File: src/rtl/dwy_pkg.sv
package dwy_pkg;
  localparam int N_W = 5;
  localparam int A_W = 4;
  localparam int F_W = 5;

  typedef enum logic [2:0] {PH_IDLE, PH_SETUP, PH_S1, PH_GAP, PH_S2, PH_REL} phase_e;
  typedef enum logic [1:0] {MD_SINGLE = 2'b00, MD_HW = 2'b01, MD_FAST = 2'b10, MD_RSVD = 2'b11} mode_e;

  typedef struct packed {
    logic [N_W-1:0] n;
    logic [A_W-1:0] a;
  } addr_t;
endpackage

File: src/rtl/dwy_phase_timer.sv
module dwy_phase_timer import dwy_pkg::*; #(
  parameter int TW      = 3,
  parameter int T_SETUP = 2,
  parameter int T_S1    = 3,
  parameter int T_GAP   = 2,
  parameter int T_S2    = 3,
  parameter int T_REL   = 2
) (
  input  logic   clk_i,
  input  logic   rst_ni,
  input  phase_e phase_i,
  output logic   phase_end_o
);
  logic [TW-1:0] cnt_q, lim;

  always_comb begin
    unique case (phase_i)
      PH_SETUP: lim = TW'(T_SETUP);
      PH_S1:    lim = TW'(T_S1);
      PH_GAP:   lim = TW'(T_GAP);
      PH_S2:    lim = TW'(T_S2);
      PH_REL:   lim = TW'(T_REL);
      default:  lim = TW'(1);
    endcase
  end

  assign phase_end_o = (phase_i != PH_IDLE) && (cnt_q == lim - TW'(1));

  always_ff @(posedge clk_i or negedge rst_ni) begin
    if (!rst_ni) cnt_q <= '0;
    else if (phase_i == PH_IDLE || phase_end_o) cnt_q <= '0;
    else cnt_q <= cnt_q + TW'(1);
  end
endmodule

File: src/rtl/dwy_addr_step.sv
module dwy_addr_step import dwy_pkg::*; #(
  parameter int N_MAX = 24
) (
  input  addr_t cur_i,
  output addr_t nxt_o
);
  always_comb begin
    nxt_o = cur_i;
    if (cur_i.a == '1) begin
      nxt_o.a = '0;
      nxt_o.n = (cur_i.n >= N_W'(N_MAX)) ? N_W'(1) : cur_i.n + N_W'(1);
    end else begin
      nxt_o.a = cur_i.a + A_W'(1);
    end
  end
endmodule

File: src/rtl/dwy_cycle_seq.sv
module dwy_cycle_seq import dwy_pkg::*; #(
  parameter int DW      = 24,
  parameter int CNT_W   = 8,
  parameter int N_MAX   = 24,
  parameter int T_SETUP = 2,
  parameter int T_S1    = 3,
  parameter int T_GAP   = 2,
  parameter int T_S2    = 3,
  parameter int T_REL   = 2
) (
  input  logic             clk_i,
  input  logic             rst_ni,
  input  logic             cmd_valid_i,
  input  logic [4:0]       cmd_n_i,
  input  logic [3:0]       cmd_a_i,
  input  logic [4:0]       cmd_f_i,
  input  logic [1:0]       cmd_mode_i,
  input  logic [CNT_W-1:0] cmd_count_i,
  input  logic [DW-1:0]    cmd_wdata_i,
  input  logic             sw_rep_i,
  input  logic [DW-1:0]    dw_rdata_i,
  output logic [4:0]       dw_n_o,
  output logic [3:0]       dw_a_o,
  output logic [4:0]       dw_f_o,
  output logic [DW-1:0]    dw_wdata_o,
  output logic             dw_s1_o,
  output logic             dw_s2_o,
  output logic             busy_o,
  output logic             done_o,
  output logic [DW-1:0]    rdata_o,
  output logic             rdata_valid_o,
  output logic [4:0]       disp_n_o,
  output logic [3:0]       disp_a_o,
  output logic [4:0]       disp_f_o
);
  localparam int T_M1  = (T_SETUP > T_S1) ? T_SETUP : T_S1;
  localparam int T_M2  = (T_GAP > T_S2) ? T_GAP : T_S2;
  localparam int T_M3  = (T_M1 > T_M2) ? T_M1 : T_M2;
  localparam int T_MAX = (T_M3 > T_REL) ? T_M3 : T_REL;
  localparam int TW    = $clog2(T_MAX + 1);

  phase_e           st_q;
  mode_e            md_q, md_in;
  addr_t            cur_q, nxt;
  logic [F_W-1:0]   f_q;
  logic [DW-1:0]    wd_q, rd_q;
  logic [CNT_W-1:0] rem_q, cnt_in;
  logic             done_q, rv_q, pend, rd_fn, wr_fn, wd_phase;

  dwy_phase_timer #(
    .TW(TW), .T_SETUP(T_SETUP), .T_S1(T_S1), .T_GAP(T_GAP), .T_S2(T_S2), .T_REL(T_REL)
  ) u_timer (
    .clk_i(clk_i), .rst_ni(rst_ni), .phase_i(st_q), .phase_end_o(pend)
  );

  dwy_addr_step #(.N_MAX(N_MAX)) u_step (.cur_i(cur_q), .nxt_o(nxt));

  assign md_in  = mode_e'(cmd_mode_i);
  // plain modes and a zero count both collapse to one cycle
  assign cnt_in = (md_in == MD_SINGLE || md_in == MD_RSVD || cmd_count_i == '0)
                  ? CNT_W'(1) : cmd_count_i;
  assign rd_fn  = (f_q[4:3] == 2'b00);
  assign wr_fn  = (f_q[4:3] == 2'b10);

  always_ff @(posedge clk_i or negedge rst_ni) begin
    if (!rst_ni) begin
      st_q   <= PH_IDLE;
      md_q   <= MD_SINGLE;
      cur_q  <= '0;
      f_q    <= '0;
      wd_q   <= '0;
      rd_q   <= '0;
      rem_q  <= '0;
      done_q <= 1'b0;
      rv_q   <= 1'b0;
    end else begin
      done_q <= 1'b0;
      rv_q   <= 1'b0;
      unique case (st_q)
        PH_IDLE: begin
          if (cmd_valid_i) begin
            cur_q <= '{n: cmd_n_i, a: cmd_a_i};
            f_q   <= cmd_f_i;
            wd_q  <= cmd_wdata_i;
            md_q  <= md_in;
            rem_q <= cnt_in;
            st_q  <= PH_SETUP;
          end else if (sw_rep_i) begin
            cur_q <= nxt;
            md_q  <= MD_SINGLE;
            rem_q <= CNT_W'(1);
            st_q  <= PH_SETUP;
          end
        end
        PH_SETUP: if (pend) st_q <= PH_S1;
        PH_S1: if (pend) begin
          if (rd_fn) begin
            rd_q <= dw_rdata_i;
            rv_q <= 1'b1;
          end
          if (md_q == MD_FAST && rem_q > CNT_W'(1)) begin
            rem_q <= rem_q - CNT_W'(1);
            st_q  <= PH_GAP;
          end else begin
            st_q  <= PH_S2;
          end
        end
        PH_GAP: if (pend) st_q <= PH_S1;
        PH_S2:  if (pend) st_q <= PH_REL;
        PH_REL: if (pend) begin
          if (md_q == MD_HW && rem_q > CNT_W'(1)) begin
            rem_q <= rem_q - CNT_W'(1);
            cur_q <= nxt;
            st_q  <= PH_SETUP;
          end else begin
            done_q <= 1'b1;
            st_q   <= PH_IDLE;
          end
        end
        default: st_q <= PH_IDLE;
      endcase
    end
  end

  assign busy_o        = (st_q != PH_IDLE);
  assign dw_s1_o       = (st_q == PH_S1);
  assign dw_s2_o       = (st_q == PH_S2);
  assign wd_phase      = (st_q == PH_SETUP) || (st_q == PH_S1) || (st_q == PH_GAP) || (st_q == PH_S2);
  assign dw_wdata_o    = (wr_fn && wd_phase) ? wd_q : '0;
  assign dw_n_o        = busy_o ? cur_q.n : '0;
  assign dw_a_o        = busy_o ? cur_q.a : '0;
  assign dw_f_o        = busy_o ? f_q : '0;
  assign done_o        = done_q;
  assign rdata_o       = rd_q;
  assign rdata_valid_o = rv_q;
  assign disp_n_o      = cur_q.n;
  assign disp_a_o      = cur_q.a;
  assign disp_f_o      = f_q;
endmodule

File: config.mk
export PLATFORM = sky130hd
export DESIGN_NAME = dwy_cycle_seq
export DESIGN_NICKNAME = d
export VERILOG_FILES = /design/src/rtl/dwy_pkg.sv /design/src/rtl/dwy_phase_timer.sv /design/src/rtl/dwy_addr_step.sv /design/src/rtl/dwy_cycle_seq.sv
export SDC_FILE = /design/constraint.sdc
export NUM_CORES = 1
export LEC_CHECK = 0
export ABC_AREA = 1
export BUFFER_PORTS_ARGS = -buffer_cell sky130_fd_sc_hd__buf_2
export CELL_PAD_IN_SITES_DETAIL_PLACEMENT = 2
export CELL_PAD_IN_SITES_GLOBAL_PLACEMENT = 2
export CORE_UTILIZATION = 28
export CTS_CLUSTER_SIZE = 20
export DETAILED_ROUTE_END_ITERATION = 6
export PLACE_DENSITY = 0.82
export SETUP_SLACK_MARGIN = 0.4
export SLEW_MARGIN = 20
export SYNTH_ARGS = -nofsm -noshare
export SYNTH_HDL_FRONTEND = slang
export SYNTH_SLANG_ARGS = --single-unit
File: constraint.sdc
create_clock -name clk_i -period 3 [get_ports clk_i]
set_input_delay 0.9 -clock clk_i [delete_from_list [all_inputs] [get_ports clk_i]]
set_output_delay 0.9 -clock clk_i [all_outputs]
set_load 0.05 [all_outputs]
==> flow_metrics.py, run 1 <==
metrics = {
    "run_status": {
        "outcome": "finished clean",
    },
    "place": {
        "io_buffer_count": 156,
        "place_congestion": 0.753,
        "place_hpwl_um": 10600,
    },
    "synth": {
        "ys_ff_latch": 79,
        "ys_types": 28,
        "syn-num-nets": 627,
        "synth.yosys.warnings": 0,
        "synth.avg_cell_area_um2": 7.50,
        "synth_cells": 546,
        "synth_area_um2": 4090,
        "synth-seq-area-share": 0.483,
    },
    "worst_setup_path": {
        "worstReg2RegStart": "st_q[1]$_DFFE_PN0P_",
        "crit_chain": "nor2_4, buf_6, o211ai_4, buf_12, buf_16, nor2_4, buf_8",
        "path_class": "reg -> out",
        "cp_top_family": "buffers and inverters",
        "critPathMaxFanout": 6,
        "max_stage_delay_ps": 420,
        "critPathCaptureType": "output port",
        "ff2ff_setup_slack_ps": 860,
        "critPathLaunchType": "flop",
        "crit_top_cell": "nor2_4",
        "cp_slowest_cell": "dfrtp_2",
        "required_ps": 2100,
        "critPathBufInv": 4,
        "r2r_cells": 11,
        "worstReg2RegEnd": "rdata_o[3]$_DFFE_PN0P_",
        "critPathArrivalTime_ps": 1750,
    },
    "global_routing": {
        "grt-ovfl-total": 0,
        "grt_antenna_before_repair": 0,
        "grt_pass1_wl_um": 23700,
        "grt_max_degree": 59,
        "grt.total_usage": 0.203,
        "first_global_vias": 4770,
    },
    "cts": {
        "postCtsHoldBufs": 0,
        "clock_path_buffers": 2,
        "clk_pin_slew_ps": 60,
        "htree_levels": 3,
        "numCtsBuffers": 9,
        "clock_insertion_delay_worst_skew_ps": 340,
        "cts_num_sinks": 79,
        "cts_tree": "yes",
        "cts_root_buf": "clkbuf_16",
    },
    "timing": {
        "finalHoldViolCount": 0,
        "setup_viol": 0,
        "post-route-period-util": 0.884,
        "finalSetupTns_ps": 0,
        "max_slew_margin": 0.559,
        "worst_slew_pin_slew_ps": 661,
        "whs_ps": 481,
        "finalClockSkew_ps": 8.53,
        "rsz0062_at_grt": "true",
        "layout_min_cycle_time_ps": 2650,
        "fmax_mhz": 377,
        "drv_slew": 0,
    },
    "detailed_routing": {
        "via_per_inst": 4.71,
        "first_iter_violations": 83,
        "dr.pass1.iters": 4,
        "vias": 4244,
        "drc_errors": 0,
        "post_drt_wl_per_cell_um": 16.4,
        "ant_nets": 0,
        "postRouteWirelength_um": 14800,
    },
    "cells_and_area": {
        "drive_gt1_frac": 0.334,
        "nNetsFinal": 797,
        "area_delta_synth_final_pct": 44.7,
        "insertedDiodeCount": 0,
    },
    "floorplanning": {
        "dieArea_um2": 15100,
        "floorplan.core_area_um2": 14100,
        "rows": 43,
        "die_w_um": 123,
        "die_y_um": 123,
        "ios": 157,
        "initial_core_util": 0.290,
    },
    "min_path": {
        "holdPathEnd": "rdata_o[13]$_DFFE_PN0P_",
        "hold_class": "reg -> reg",
        "hold_depth": 2,
        "hold_start": "rdata_o[13]$_DFFE_PN0P_",
    },
    "power": {
        "p_leak_nw": 3.12,
        "power.density_nw_per_um2": 1260,
        "vdd_drop_max_uv": 544,
    },
    "flow_run": {
        "maxCapViolations": 0,
    },
}
[final cells by class]
| class | count | area [um2] |
|---|---|---|
| fillers | 1655 | 8170 |
| flip-flops and latches | 79 | 1980 |
| clock inverters | 7 | 55.1 |
| repair buffers | 175 | 1210 |
| inverters | 69 | 269 |
| clock buffers | 9 | 225 |
| multi-input cells | 382 | 1960 |
| well taps | 180 | 225 |
[worst max-delay path by stage]
| stage | from | to | depth (start not counted) |
|---|---|---|---|
| finish | st_q[1]$_DFFE_PN0P_ | dw_wdata_o[6] | 7 |
| global route | st_q[1]$_DFFE_PN0P_ | dw_wdata_o[6] | 7 |
| CTS | st_q[0]$_DFFE_PN0P_ | dw_wdata_o[0] | 7 |
| detailed placement | st_q[1]$_DFFE_PN0P_ | dw_wdata_o[0] | 8 |
| global placement | st_q[1]$_DFFE_PN0P_ | dw_wdata_o[10] | 8 |
| floorplan | st_q[1]$_DFFE_PN0P_ | dw_wdata_o[10] | 8 |
[cell usage in the layout, fill, tap and decap left out, drive strengths merged]
| cell | instances |
|---|---|
| nand3 | 38 |
| clkinv | 3 |
| ha | 5 |
| o211ai | 1 |
| inv | 72 |
| o22ai | 1 |
| clkbuf | 10 |
| nor3 | 5 |
| mux2i | 2 |
| o2111ai | 2 |
| clkinvlp | 1 |
| xor2 | 6 |
| buf | 174 |
| o21ai | 23 |
| a21oi | 33 |
| dfrtp | 79 |
| nor2 | 95 |
| xnor2 | 2 |
| nand2 | 167 |
| nand4 | 2 |
[synth_stat cells (all sizes together)]
cell	number	area share
a21oi	33	0.040
buf	11	0.019
clkbuf	5	0.0046
dfrtp	79	0.48
ha	5	0.015
inv	69	0.064
mux2i	2	0.0049
nand2	167	0.16
nand3	38	0.053
nand4	2	0.0031
nor2	95	0.095
nor3	5	0.0061
o2111ai	2	0.0043
o211ai	1	0.0031
o21ai	23	0.028
o22ai	1	0.0015
xnor2	2	0.0043
xor2	6	0.013
[metrics by stage]
step | util | total power [mW] | instance area [um2] | setup WS [ps] | std cells
3_5_place_dp | 0.373 | 5.94 | 5250 | 489 | 872
4_1_cts | 0.417 | 7.47 | 5870 | 349 | 899
3_3_place_gp | 0.373 | 5.74 | 5250 | 570 | 872
2_1_floorplan | - | 4.92 | 4310 | 256 | 546
5_1_grt | 0.420 | 7.95 | 5920 | 289 | 901
6_report | 0.420 | 7.46 | 5920 | 347 | 901
[worst register-to-register path, delay by kind of cell, from the launching register on]
kind          cells  cell delay, ps
simple gates      7             970
buf+inv           4             680
flops             1             420
[repair_timing]
item | CTS | global route
cloned | 3 | 0
gates resized for setup | 59 | 10
buffers inserted | 8 | 2
setup endpoints to repair | 37 | 25
pin swaps | 6 | 2
[logic make-up after synthesis]
| family | count (synthesis) | synth area share |
|---|---|---|
| AOI/OAI and AO/OA | 60 | 0.0773 |
| xor gates and xnor gates | 8 | 0.0171 |
| adders and majority gates | 5 | 0.0153 |
| buffers and inverters | 85 | 0.0871 |
| DFF | 79 | 0.483 |
| muxes | 2 | 0.00489 |
| and+or+nand+nor | 307 | 0.315 |
[power by group]
group	internal, mW	leakage [nW]	switching [mW]
logic	1.36	2.11	3.31
registers	1.47	0.876	0.263
clock network	0.571	0.138	0.482
total	3.40	3.12	4.06
[sequential cells by signal, indices dropped and copies added, names as in the netlist, 3 cells and up]
signal	cells
disp_a_o	4
disp_n_o	5
wd_q	24
rdata_o	24
st_q	3
rem_q	8
disp_f_o	5
[per-layer routing]
metal	global-route usage	vias up	share of wire
met2	0.383	92	0.53
li1	-	2031	-
met5	0	-	0
met1	0.227	2101	0.41
met4	0.0579	0	0.014
met3	0.0429	20	0.045
No activity file was read; power rests on OpenSTA's default activity.
==> run 2: changes to the inputs <==
--- a/config.mk
+++ b/config.mk
@@ -9,10 +9,10 @@
 export BUFFER_PORTS_ARGS = -buffer_cell sky130_fd_sc_hd__buf_2
 export CELL_PAD_IN_SITES_DETAIL_PLACEMENT = 2
 export CELL_PAD_IN_SITES_GLOBAL_PLACEMENT = 2
-export CORE_UTILIZATION = 28
+export CORE_UTILIZATION = 24
 export CTS_CLUSTER_SIZE = 20
 export DETAILED_ROUTE_END_ITERATION = 6
-export PLACE_DENSITY = 0.82
+export PLACE_DENSITY = 0.77
 export SETUP_SLACK_MARGIN = 0.4
 export SLEW_MARGIN = 20
 export SYNTH_ARGS = -nofsm -noshare
==> constraint.sdc (replaced) <==
create_clock -name clk_i -period 2.2 [get_ports clk_i]
set_input_delay 0.66 -clock clk_i [delete_from_list [all_inputs] [get_ports clk_i]]
set_output_delay 0.66 -clock clk_i [all_outputs]
set_load 0.05 [all_outputs]
==> flow_metrics.py, run 2 (synthesis results as in run 1) <==
metrics = {
    "timing": {
        "rsz0062_at_grt": "true",
        "finalSetupTns_ps": -5880,
        "finalHoldViolCount": 0,
        "post-route-period-util": 1.09,
        "setup_viol": 39,
        "worst_slack_ps": -207,
        "max_slew_margin": 0.524,
        "drv_slew": 0,
        "worst_slew_pin_slew_ps": 713,
        "fmax_mhz": 415,
        "whs_ps": 271,
        "layout_min_cycle_time_ps": 2410,
        "finalClockSkew_ps": 8.39,
    },
    "worst_setup_path": {
        "critPathMaxFanout": 12,
        "worstReg2RegStart": "st_q[1]$_DFFE_PN0P_",
        "r2r_cells": 13,
        "ff2ff_setup_slack_ps": 110,
        "critPathArrivalTime_ps": 1750,
        "critPathLaunchType": "flop",
        "worstReg2RegEnd": "rdata_o[16]$_DFFE_PN0P_",
        "required_ps": 1540,
        "critPathCaptureType": "output port",
        "path_class": "reg -> out",
    },
    "min_path": {
        "hold_class": "in -> async",
    },
    "cells_and_area": {
        "drive_gt1_frac": 0.499,
        "finish.utilization": 0.424,
        "fillers": 1833,
        "nNetsFinal": 835,
        "fin_area_um2": 7060,
        "final_cell_mix": "buf_2, nand2_1, dfrtp_1",
        "area_delta_synth_final_pct": 72.6,
        "insertedDiodeCount": 0,
        "layout_commonest_cell": "buf_2",
    },
    "detailed_routing": {
        "drc_errors": 0,
        "postRouteWirelength_um": 18000,
        "vias": 4493,
        "dr.pass1.iters": 4,
        "via_per_inst": 4.59,
        "ant_nets": 0,
        "first_iter_violations": 90,
        "post_drt_wl_per_cell_um": 18.4,
    },
    "place": {
        "place_congestion": 0.808,
        "io_buffer_count": 156,
        "placed_area_um2": 5450,
        "place_hpwl_um": 11100,
    },
    "power": {
        "intPower_mw": 5.94,
        "power.density_nw_per_um2": 1760,
        "switching_share": 0.521,
        "p_switching_mw": 6.46,
        "p_leak_nw": 3.53,
        "clockPowerShare": 0.136,
        "power_frac_comb": 0.669,
        "seq_power_share": 0.195,
        "vdd_drop_max_uv": 749,
    },
    "cts": {
        "cts_num_sinks": 79,
        "clock_insertion_delay_worst_skew_ps": 350,
        "htree_levels": 3,
        "cts_tree": "yes",
        "clock_path_buffers": 2,
        "numCtsBuffers": 9,
        "clk_pin_slew_ps": 70,
        "cts_root_buf": "clkbuf_16",
    },
    "flow_run": {
        "maxCapViolations": 0,
    },
    "global_routing": {
        "first_global_vias": 5005,
        "grt_pass1_wl_um": 25900,
        "grt_antenna_before_repair": 0,
        "grt_max_degree": 58,
        "grt-ovfl-total": 0,
        "grt.total_usage": 0.188,
    },
    "floorplanning": {
        "die_y_um": 133,
        "floorplan.core_area_um2": 16600,
        "ios": 157,
        "dieArea_um2": 17600,
        "rows": 47,
        "die_w_um": 133,
        "initial_core_util": 0.246,
    },
    "run_status": {
        "violations": "setup timing",
        "outcome": "finished, violations left",
    },
}
run 2: cell count changes in the layout (fill, tap and decap cells not counted), sizes merged:
cell      change
buf          +32
bufinv        +2
clkinv        +2
clkbuf        +1
clkinvlp      -1
nand3         +1
nor2          +1
run 2: stage by stage:
stage | instances | total power [mW] | setup slack [ps]
6_report | 979 | 12.4 | -207
5_1_grt | 979 | 13.1 | -278
4_1_cts | 957 | 11.5 | -208
3_5_place_dp | 919 | 8.36 | 82.7
3_3_place_gp | 919 | 8.10 | 116
2_1_floorplan | 546 | 6.88 | -304
run 2: per-layer routing:
metal / global-route usage / share of wire / vias up
li1: - / - / 2115
met1: 0.206 / 0.38 / 2228
met2: 0.355 / 0.56 / 120
met3: 0.0425 / 0.043 / 30
met4: 0.0594 / 0.026 / 0
met5: 0 / 0 / -
run 2: power groups by stage:
stage | combinational, mW | clock, mW | sequential, mW
after CTS | 7.42 | 1.73 | 2.38
after global placement | 5.75 | 0 | 2.35
after global routing | 8.82 | 1.78 | 2.48
after detailed placement | 5.96 | 0 | 2.39
after floorplan | 3.75 | 0 | 3.13
final | 8.30 | 1.69 | 2.42
run 2: how the worst max path moves through the flow:
| stage | start | endpoint | slack [ps] | cells past startpoint |
|---|---|---|---|---|
| final | st_q[1]$_DFFE_PN0P_ | dw_wdata_o[14] | -210 | 8 |
| after global routing | st_q[1]$_DFFE_PN0P_ | dw_wdata_o[14] | -280 | 8 |
| after CTS | st_q[0]$_DFFE_PN0P_ | dw_wdata_o[13] | -210 | 6 |
| after detailed placement | st_q[1]$_DFFE_PN0P_ | dw_wdata_o[13] | 80 | 6 |
| after global placement | st_q[1]$_DFFE_PN0P_ | dw_wdata_o[13] | 120 | 6 |
| after floorplan | st_q[1]$_DFFE_PN0P_ | dw_wdata_o[10] | -300 | 8 |
run 2: what timing repair did:
item | 4_1_cts | 5_1_grt
cloned | 3 | 5
resized for setup | 136 | 135
pin swaps | 8 | 44
hold buffers | 0 | 0
setup buffers | 19 | 17
setup endpoints to repair | 115 | 114
run 2: area by class of cell:
type,instances,area [um2],share of cell area
clock inverters,7,103,0.0145
well taps,220,275,0.0390
inverters,69,299,0.0423
clock buffers,9,225,0.0319
repair inverters,3,48.8,0.00691
multi-input cells,384,2430,0.344
flip-flops and latches,79,1980,0.281
repair buffers,208,1700,0.241
run 2: worst max-delay path, stage by stage, from the launching register on:
cell and delay (ps):
dfrtp_2 420, nor2_4 200, nand2_8 80, inv_8 60, nor2_4 40, o211ai_4 120, clkbuf_16 280, nor2_4 50
buf_6 150
